<file path="config.mk">
export PLATFORM = sky130hd
export DESIGN_NAME = vr_fault_supervisor
export DESIGN_NICKNAME = d
export VERILOG_FILES = /design/src/rtl/vr_fault_pkg.sv /design/src/rtl/sync_bank.sv /design/src/rtl/tick_gen.sv /design/src/rtl/fault_delay.sv /design/src/rtl/vr_fault_supervisor.sv
export SDC_FILE = /design/constraint.sdc
export NUM_CORES = 1
export LEC_CHECK = 0
export CAP_MARGIN = 40
export CORE_MARGIN = 5
export CORE_UTILIZATION = 45
export CTS_BUF_LIST = sky130_fd_sc_hd__clkbuf_8 sky130_fd_sc_hd__clkbuf_16
export CTS_CLUSTER_DIAMETER = 200
export DETAILED_ROUTE_END_ITERATION = 12
export GPL_TIMING_DRIVEN = 0
export SKIP_LAST_GASP = 1
export SYNTH_ARGS = -nofsm -noshare
export SYNTH_HDL_FRONTEND = slang
export SYNTH_HIERARCHICAL = 1
export SYNTH_SLANG_ARGS = --single-unit
</file>
<file path="constraint.sdc">
create_clock -name clk -period 2.5 [get_ports clk]
set_input_delay 0.375 -clock clk [delete_from_list [all_inputs] [get_ports clk]]
set_output_delay 0.375 -clock clk [all_outputs]
set_load 0.03 [all_outputs]
</file>
<file path="src/rtl/vr_fault_pkg.sv">
package vr_fault_pkg;
    typedef enum logic [2:0] {
        ST_IDLE,
        ST_START,
        ST_RUN,
        ST_FAULT,
        ST_CROWBAR,
        ST_OVLOCK
    } sup_state_t;

    // delay timer slots
    localparam int DLY_OC  = 0;
    localparam int DLY_IMB = 1;
    localparam int DLY_UV  = 2;
    localparam int DLY_OVL = 3;
    localparam int NUM_DLY = 4;

    // synchronizer bit slots
    localparam int SI_OC_HALF  = 0;
    localparam int SI_OC_SET   = 1;
    localparam int SI_OC_SHORT = 2;
    localparam int SI_IMBAL    = 3;
    localparam int SI_UV       = 4;
    localparam int SI_OV_LO    = 5;
    localparam int SI_OV_HI    = 6;
    localparam int SI_OV_LOW   = 7;
    localparam int SI_HOT      = 8;
    localparam int SI_TWO_PH   = 9;
    localparam int SI_EN       = 10;
    localparam int SI_SUPPLY   = 11;
    localparam int NUM_SYNC    = 12;
endpackage

</file>
<file path="src/rtl/sync_bank.sv">
module sync_bank #(
    parameter int WIDTH = 8
) (
    input  logic             clk,
    input  logic             rst_n,
    input  logic [WIDTH-1:0] d_i,
    output logic [WIDTH-1:0] q_o
);
    logic [WIDTH-1:0] stage1;

    for (genvar b = 0; b < WIDTH; b++) begin : g_bit
        always_ff @(posedge clk or negedge rst_n) begin
            if (!rst_n) begin
                stage1[b] <= 1'b0;
                q_o[b]    <= 1'b0;
            end else begin
                stage1[b] <= d_i[b];
                q_o[b]    <= stage1[b];
            end
        end
    end
endmodule

</file>
<file path="src/rtl/tick_gen.sv">
module tick_gen #(
    parameter int DIV = 50
) (
    input  logic clk,
    input  logic rst_n,
    output logic tick_o
);
    localparam int CW = (DIV > 1) ? $clog2(DIV) : 1;
    localparam logic [CW-1:0] LAST = CW'(DIV - 1);

    logic [CW-1:0] cnt;

    always_ff @(posedge clk or negedge rst_n) begin
        if (!rst_n)           cnt <= '0;
        else if (cnt == LAST) cnt <= '0;
        else                  cnt <= cnt + 1'b1;
    end

    assign tick_o = (cnt == LAST);
endmodule

</file>
<file path="src/rtl/fault_delay.sv">
module fault_delay #(
    parameter int LIMIT = 1000
) (
    input  logic clk,
    input  logic rst_n,
    input  logic tick_i,
    input  logic hold_i,
    output logic expired_o
);
    localparam int CW = $clog2(LIMIT + 1);
    localparam logic [CW-1:0] TOP = CW'(LIMIT);

    logic [CW-1:0] cnt;

    // any break in the condition restarts the window
    always_ff @(posedge clk or negedge rst_n) begin
        if (!rst_n)                     cnt <= '0;
        else if (!hold_i)               cnt <= '0;
        else if (tick_i && cnt != TOP)  cnt <= cnt + 1'b1;
    end

    assign expired_o = (cnt == TOP);
endmodule

</file>
<file path="src/rtl/vr_fault_supervisor.sv">
module vr_fault_supervisor
    import vr_fault_pkg::*;
#(
    parameter int NPHASE     = 2,
    parameter int TICK_DIV   = 50,
    parameter int OC_TICKS   = 120,
    parameter int LONG_TICKS = 1000
) (
    input  logic              clk,
    input  logic              rst_n,
    input  logic              oc_half_i,
    input  logic              oc_set_i,
    input  logic              oc_short_i,
    input  logic              imbal_i,
    input  logic              uv_i,
    input  logic              ov_lo_i,
    input  logic              ov_hi_i,
    input  logic              ov_low_i,
    input  logic              hot_i,
    input  logic              two_phase_i,
    input  logic              en_i,
    input  logic              supply_ok_i,
    output logic              pgood_o,
    output logic [NPHASE-1:0] hs_en_o,
    output logic [NPHASE-1:0] ls_en_o,
    output logic              ss_req_o,
    output logic              throttle_n_o
);
    logic [NUM_SYNC-1:0] raw, syn;
    logic                tick;
    logic [NUM_DLY-1:0]  hold, expired;
    sup_state_t          state, state_nx;

    assign raw[SI_OC_HALF]  = oc_half_i;
    assign raw[SI_OC_SET]   = oc_set_i;
    assign raw[SI_OC_SHORT] = oc_short_i;
    assign raw[SI_IMBAL]    = imbal_i;
    assign raw[SI_UV]       = uv_i;
    assign raw[SI_OV_LO]    = ov_lo_i;
    assign raw[SI_OV_HI]    = ov_hi_i;
    assign raw[SI_OV_LOW]   = ov_low_i;
    assign raw[SI_HOT]      = hot_i;
    assign raw[SI_TWO_PH]   = two_phase_i;
    assign raw[SI_EN]       = en_i;
    assign raw[SI_SUPPLY]   = supply_ok_i;

    sync_bank #(.WIDTH(NUM_SYNC)) u_sync (
        .clk   (clk),
        .rst_n (rst_n),
        .d_i   (raw),
        .q_o   (syn)
    );

    tick_gen #(.DIV(TICK_DIV)) u_tick (
        .clk    (clk),
        .rst_n  (rst_n),
        .tick_o (tick)
    );

    logic two_ph, en_s, sup_s, ov_hi_s, ov_low_s, hot_s;
    logic oc_dly_flag, oc_hard_flag, armed;

    assign two_ph   = syn[SI_TWO_PH];
    assign en_s     = syn[SI_EN];
    assign sup_s    = syn[SI_SUPPLY];
    assign ov_hi_s  = syn[SI_OV_HI];
    assign ov_low_s = syn[SI_OV_LOW];
    assign hot_s    = syn[SI_HOT];

    // single-phase halves the threshold: each tier moves down one flag
    assign oc_dly_flag  = two_ph ? syn[SI_OC_SET]   : syn[SI_OC_HALF];
    assign oc_hard_flag = two_ph ? syn[SI_OC_SHORT] : syn[SI_OC_SET];
    assign armed        = (state == ST_RUN) || (state == ST_START);

    assign hold[DLY_OC]  = armed && oc_dly_flag;
    assign hold[DLY_IMB] = armed && two_ph && syn[SI_IMBAL];
    assign hold[DLY_UV]  = armed && syn[SI_UV];
    assign hold[DLY_OVL] = armed && syn[SI_OV_LO];

    for (genvar g = 0; g < NUM_DLY; g++) begin : g_dly
        fault_delay #(.LIMIT((g == DLY_OC) ? OC_TICKS : LONG_TICKS)) u_dly (
            .clk       (clk),
            .rst_n     (rst_n),
            .tick_i    (tick),
            .hold_i    (hold[g]),
            .expired_o (expired[g])
        );
    end

    always_ff @(posedge clk or negedge rst_n) begin
        if (!rst_n) state <= ST_IDLE;
        else        state <= state_nx;
    end

    always_comb begin
        state_nx = state;
        if (!sup_s) begin
            state_nx = ST_IDLE;
        end else begin
            unique case (state)
                ST_IDLE: begin
                    if (ov_hi_s)   state_nx = ST_CROWBAR;
                    else if (en_s) state_nx = ST_START;
                end
                ST_START, ST_RUN: begin
                    if (ov_hi_s)                         state_nx = ST_CROWBAR;
                    else if (!en_s)                      state_nx = ST_IDLE;
                    else if (oc_hard_flag || |expired)   state_nx = ST_FAULT;
                    else                                 state_nx = ST_RUN;
                end
                ST_FAULT: begin
                    if (ov_hi_s)    state_nx = ST_CROWBAR;
                    else if (!en_s) state_nx = ST_IDLE;
                end
                ST_CROWBAR: begin
                    if (ov_low_s) state_nx = ST_OVLOCK;
                end
                ST_OVLOCK: begin
                    if (ov_hi_s) state_nx = ST_CROWBAR;
                end
                default: state_nx = ST_IDLE;
            endcase
        end
    end

    always_comb begin
        pgood_o  = 1'b0;
        hs_en_o  = '0;
        ls_en_o  = '0;
        ss_req_o = 1'b0;
        unique case (state)
            ST_START: begin
                hs_en_o  = '1;
                ls_en_o  = '1;
                ss_req_o = 1'b1;
            end
            ST_RUN: begin
                hs_en_o = '1;
                ls_en_o = '1;
                pgood_o = 1'b1;
            end
            ST_CROWBAR: ls_en_o = '1;
            ST_IDLE, ST_FAULT, ST_OVLOCK: ;
            default: ;
        endcase
    end

    assign throttle_n_o = !hot_s;
endmodule

</file>
### Word-level counts from Yosys, hierarchy flattened

Index checks and enable logic that the tools add are counted.

| word-level totals | value |
|---|---|
| logic and storage cells | 100 |
| RAM bits | 0 |
| bits of input ports | 14 |
| register bits after elaboration | 70 |
| memories | 0 |
| bits in latches | 0 |
| memory bits (read-only) | 0 |

| cells by class | value |
|---|---|
| muxes and demuxes | 26 |
| magnitude comparators | 0 |
| bitwise logic cells | 0 |
| shift operators | 0 |
| equal/unequal tests | 22 |
| $add $sub $neg | 5 |
| reduce and logical (&&, ||, !) cells | 17 |
| div/mod/pow operators | 0 |
| multipliers | 0 |

Operators by type and width:

| cell | count |
|---|---|
| 10-bit 2-to-1 mux | 6 |
| 10-bit by 1-bit adder with 10-bit output, second input constant | 3 |
| 10-bit equality test, second input constant | 3 |
| 10-bit inequality test, second input constant | 3 |
| 3-bit 2-to-1 mux | 8 |
| 3-bit one-hot mux with 5 select lines | 1 |
| 7-bit 2-to-1 mux | 2 |
| 1-bit logical AND | 9 |
| 2-bit inequality test, second input constant | 4 |
| 4-bit inequality test, second input constant | 2 |
| 7-bit by 1-bit adder with 7-bit output, second input constant | 1 |
| 7-bit equality test, second input constant | 1 |
| 7-bit inequality test, second input constant | 1 |
| 6-bit by 1-bit adder with 6-bit output, second input constant | 1 |
| 3-bit by 2-bit equality test with 1-bit output, second input constant | 2 |
| 3-bit equality test, second input constant | 2 |
| 6-bit equality test, second input constant | 1 |
| 2-bit 2-to-1 mux | 3 |
| 6-bit 2-to-1 mux | 1 |
| 3-bit inequality test, second input constant | 2 |
| 1-bit 2-to-1 mux | 5 |
| 4-bit AND reduction | 1 |
| 4-bit OR reduction | 1 |
| 3-bit by 1-bit equality test with 1-bit output, second input constant | 1 |
| other kinds (5) | 6 |

### Logic depth before layout (Yosys ltp)

| depth | value |
|---|---|
| depth in word-level cells | 8 |
| mapped depth | 8 |
| mapped depth without buffers | 8 |

### Modules after synthesis

The synthesis kept the hierarchy.

Modules (own cells, without submodules):

| module | area each (um^2) | instances | cells each |
|---|---|---|---|
| fault_delay (g_dly[1].u_dly ...) | 620.6 | 3 | 66 |
| sync_bank | 600.6 | 1 | 24 |
| fault_delay (g_dly[0].u_dly) | 385.4 | 1 | 41 |
| vr_fault_supervisor | 334.1 | 1 | 40 |
| tick_gen | 285.3 | 1 | 26 |

### Worst setup path before layout

No wires, ideal clock.

| timing path | value |
|---|---|
| kind | reg-to-reg |
| from | register u_tick.cnt[1] |
| to | register g_dly[1].u_dly.cnt[7] |
| stages on the path, launching flop included | 9 |
| period minus slack after synthesis | 2.158 ns |
| slack | 0.342 ns |
| data arrival time | 2.081 ns |
| path through | dfrtp_1 inv_1 ha_1 nor2b_1 and4b_1 clkbuf_2 nand4_4 or4_1 a21oi_1 |

| between the ends | value |
|---|---|
| cells in the longest elaborated chain, start to end | 3 |

RTL lines:

| item | RTL line | source |
|---|---|---|
| start: declaration | tick_gen.sv:11 | `logic [CW-1:0] cnt;` |
| start signal: assignment | tick_gen.sv:16 | `else cnt <= cnt + 1'b1;` |
| 6-bit equality test | tick_gen.sv:19 | `assign tick_o = (cnt == LAST);` |
| named net tick | vr_fault_supervisor.sv:30 | `logic tick;` |
| 1-bit logical AND | fault_delay.sv:19 | `else if (tick_i && cnt != TOP) cnt <= cnt + 1'b1;` |
| 2-bit inequality test (no source line) | -- |  |
| end signal: assignment | fault_delay.sv:19 |  |
| end: declaration | fault_delay.sv:13 | `logic [CW-1:0] cnt;` |

The timed path passes the listed nets, and every way through them passes these cells.
A chain may end at the register's enable or synchronous reset.

### Worst setup path in the final report

| timing path | value |
|---|---|
| from | register state[2] |
| to | output ls_en_o[1] |

| between the ends | value |
|---|---|
| cells in the longest elaborated chain, start to end | 3 |
| elaborated cells on any way between the ends | 5 |
| classes of those cells | eq/ne: 3; mux: 1; reduce/logical: 1 |

RTL lines:

| item | RTL line | source |
|---|---|---|
| start: declaration | vr_fault_supervisor.sv:32 | `sup_state_t state, state_nx;` |
| start signal: assignment | vr_fault_supervisor.sv:92 | `else state <= state_nx;` |
| 3-bit by 2-bit equality test with 1-bit output (tied with other cells) | vr_fault_supervisor.sv:131 | `unique case (state)` |
| 3-bit OR reduction (no source line) (*) | -- |  |
| 2-bit 2-to-1 mux (*) | vr_fault_supervisor.sv:131 |  |
| end: declaration | vr_fault_supervisor.sv:25 | `output logic [NPHASE-1:0] ls_en_o,` |

Every way passes the cells marked *; elsewhere a longest branch is shown, timed or not.

==> run_results.csv <==
group,metric,value,unit
yosys,synth_edf_count,0,
route,vias_per_cell,5.28,
timing,finalSetupViolations,0,
timing,fin_skew,0.00551,ns
route,drc,0,
min_path,hp-class,"reg2reg",
min_path,min_from,"u_sync/stage1[7]",
layout,regArea,1750,um^2
min_path,whs_endpoint,"u_sync/q_o[7]",
pwr,irDropWorstVdd,0.396,mV
die,dieArea,9560,um^2
timing,finalCritPeriodShare,93.9,%
timing,slew_headroom,72.3,%
worst_setup_path,reg2reg_to,"state[0]",
global_routing,grt_pass1_vias,2392,
timing,fin_crit,2.35,ns
layout,finalCoreUtilization,53.2,%
layout,multi_input_area,1550,um^2
yosys,synthMuxAreaShare,3.21,%
global_routing,antenna_found_initial,0,
yosys,synth_fp_nets,353,
route,dr_wl_met3,174,um
clocking,cts_root_buf,"clkbuf_8",
yosys,synth_top_cell_area_share,50.5,%
layout,fin_cells,469,
route,m1WireLength,2960,um
yosys,synth_compound_area_share,9.27,%
yosys,seq_area_frac_synth,50.5,%
die,core,7610,um^2
timing,hold_violations,0,
yosys,synth_fa_ha_area_share,3.61,%
run,cap_violations,0,
yosys,ys_warn_count,6,
route,drt-initial-drc-count,115,
clocking,cts_tree,"done",
die,placement_rows,32,
die,die-height,97.8,um
yosys,netlist_instances,329,
route,antenna_left,0,
run_status,status,"completed",
layout,synthToLayoutAreaGrowth,16.8,%
route,dr.pass1.iters,4,
min_path,holdPathStages,0,
worst_setup_path,path_max_fanout,10,
placed_design,placed_cells,452,
yosys,ys_types,47,
clocking,clkSinkCount,70,
die,start_util,45.6,%
timing,rsz0062_at_grt,"false",
placed_design,port_buffers,20,
yosys,netlist_area,3470,um^2
placed_design,pre_cts_ws,0.00573,ns
route,vias,2475,
global_routing,track_usage,13.6,%
clocking,htreeDepth,3,
layout,fin_nets,386,
worst_setup_path,r2r_slack,0.20,ns
timing,setup_slack,0.152,ns
timing,clock.fmax,426,MHz
yosys,ys_seq_elements,70,
yosys,synthTopCellsByCount,"dfrtp_1, nand2_1, inv_1",
clocking,clk_pin_slew,0.08,ns
worst_setup_path,worstRegToRegCells,8,
yosys,synth_top_family_by_area,"simple AND/OR/NAND/NOR gates",
yosys,synth_area_leaders,"dfrtp_1, ha_1, nand2_1",
worst_setup_path,worstSetupPathType,"reg2out",
yosys,synth_xor_area_share,3.03,%
global_routing,grt_pass1_wl,10700,um
clocking,cts_buffer_depth,2,
worst_setup_path,arrival,1.97,ns
route,wl_met2,2840,um
clocking,postCtsSetupBuffers,0,
route,top_layer,"met4",
worst_setup_path,required,2.12,ns
clocking,clock_latency,0.34,ns
yosys,synth_ff_type,"dfrtp_1",
route,wl_per_cell,13.0,um
worst_setup_path,endpoint_kind,"primary output",
pwr,total_power,0.00237,W
pwr,p_per_area,586,nW/um^2
timing,drv_slew,0,
yosys,avgSynthCellArea,10.5,um^2
worst_setup_path,r2r_start,"g_dly[1].u_dly/cnt[0]",
yosys,synthSimpleGateAreaFrac,25.6,%
yosys,ys_async_sr_fraction,100,%
yosys,synth_most_common_cell,"dfrtp_1",
die,io_pins,21,
die,die_w,97.8,um
global_routing,grt_overflow_total,0,
timing,fin_worst_hold_slack,0.352,ns
placed_design,dp_hpwl,4140,um
placed_design,place_congestion,0.737,
layout,fillCellCount,681,
pwr,leakage,1.77,nW
yosys,synth_top_cell_by_area,"dfrtp_1",
route,wl,6080,um
worst_setup_path,cp-startpoint,"state[2]",
global_routing,grt_max_degree,54,
layout,diodes,0,
timing,worst_pin_slew,0.415,ns
layout,drive_gt1_share,12.0,%
worst_setup_path,crit_path_start_kind,"register",
clocking,numCtsBuffers,9,
registers in the layout, summed over array words and instances (netlist names):
name	flops
u_sync/stage1	12
g_dly.u_dly/cnt	37
u_tick/cnt	6
state	3
u_sync/q_o	12
cells by family (layout without fill, tap and decap cells):
family / Yosys count / count (layout)
AO/OA/AOI/OAI: 48 / 48
XOR/XNOR: 12 / 12
adder cells (fa/ha/maj): 10 / 10
buffers and inverters: 34 / 72
flip-flops: 70 / 70
multiplexers: 11 / 11
AND/OR/NAND/NOR: 144 / 144
power by group:
group	leakage, nW	internal, W	switching (W)
clock network	0.112	0.000567	0.000448
logic	0.751	0.0000838	0.000111
registers	0.907	0.00116	0.00000787
routing by layer:
layer	GRT usage (%)	up-vias
met5	0	-
met4	6.07	0
met3	3.86	10
met2	22.0	29
met1	17.1	1197
li1	-	1239
worst max-delay path: stages, from the launching register on:
cell and delay [ns]:
dfrtp_1 0.34, clkbuf_1 0.33, and2b_2 0.32, a21o_1 0.17, buf_4 0.12, dlygate4sd2_1 0.34
area by class of cell:
type	instances	area share (%)
tap	102	3.15
sequential	70	43.2
buffer	10	1.92
inverter	24	2.22
clock inverter	7	2.41
multi-input combinational	225	38.3
timing repair buffer	22	5.68
clock buffer	9	3.06
placed cells by master (no fill, tap or decap), types with 13 or more instances in the layout:
master / count
nor2_1: 14
nand3_1: 21
dfrtp_1: 70
nand2_1: 29
inv_1: 25
clkdlybuf4s50_1: 15
a21oi_1: 13
worst max-delay path by stage:
stage                            endpoint  slack, ns  cells after the start
floorplan           g_dly[1].u_dly/cnt[7]       0.34                      8
global placement            u_sync/q_o[8]      -1.38                      1
detailed placement  g_dly[3].u_dly/cnt[7]      0.006                      8
CTS                            ls_en_o[1]       0.07                      6
global route                   ls_en_o[1]       0.02                      6
finish                         ls_en_o[1]       0.15                      5
through the flow:
stage | TNS (ns) | area [um^2]
detailed placement | 0 | 3820
global route | 0 | 4050
finish | 0 | 4050
floorplan | 0 | 3470
global placement | -96.43 | 3790
CTS | 0 | 4050
timing repair:
item,in CTS,in global routing
endpoints found under the setup margin,6,1
endpoints found under the hold margin,17,0
hold buffers,1,0
resized for setup,5,1
Power figures use the tool's default switching activity.
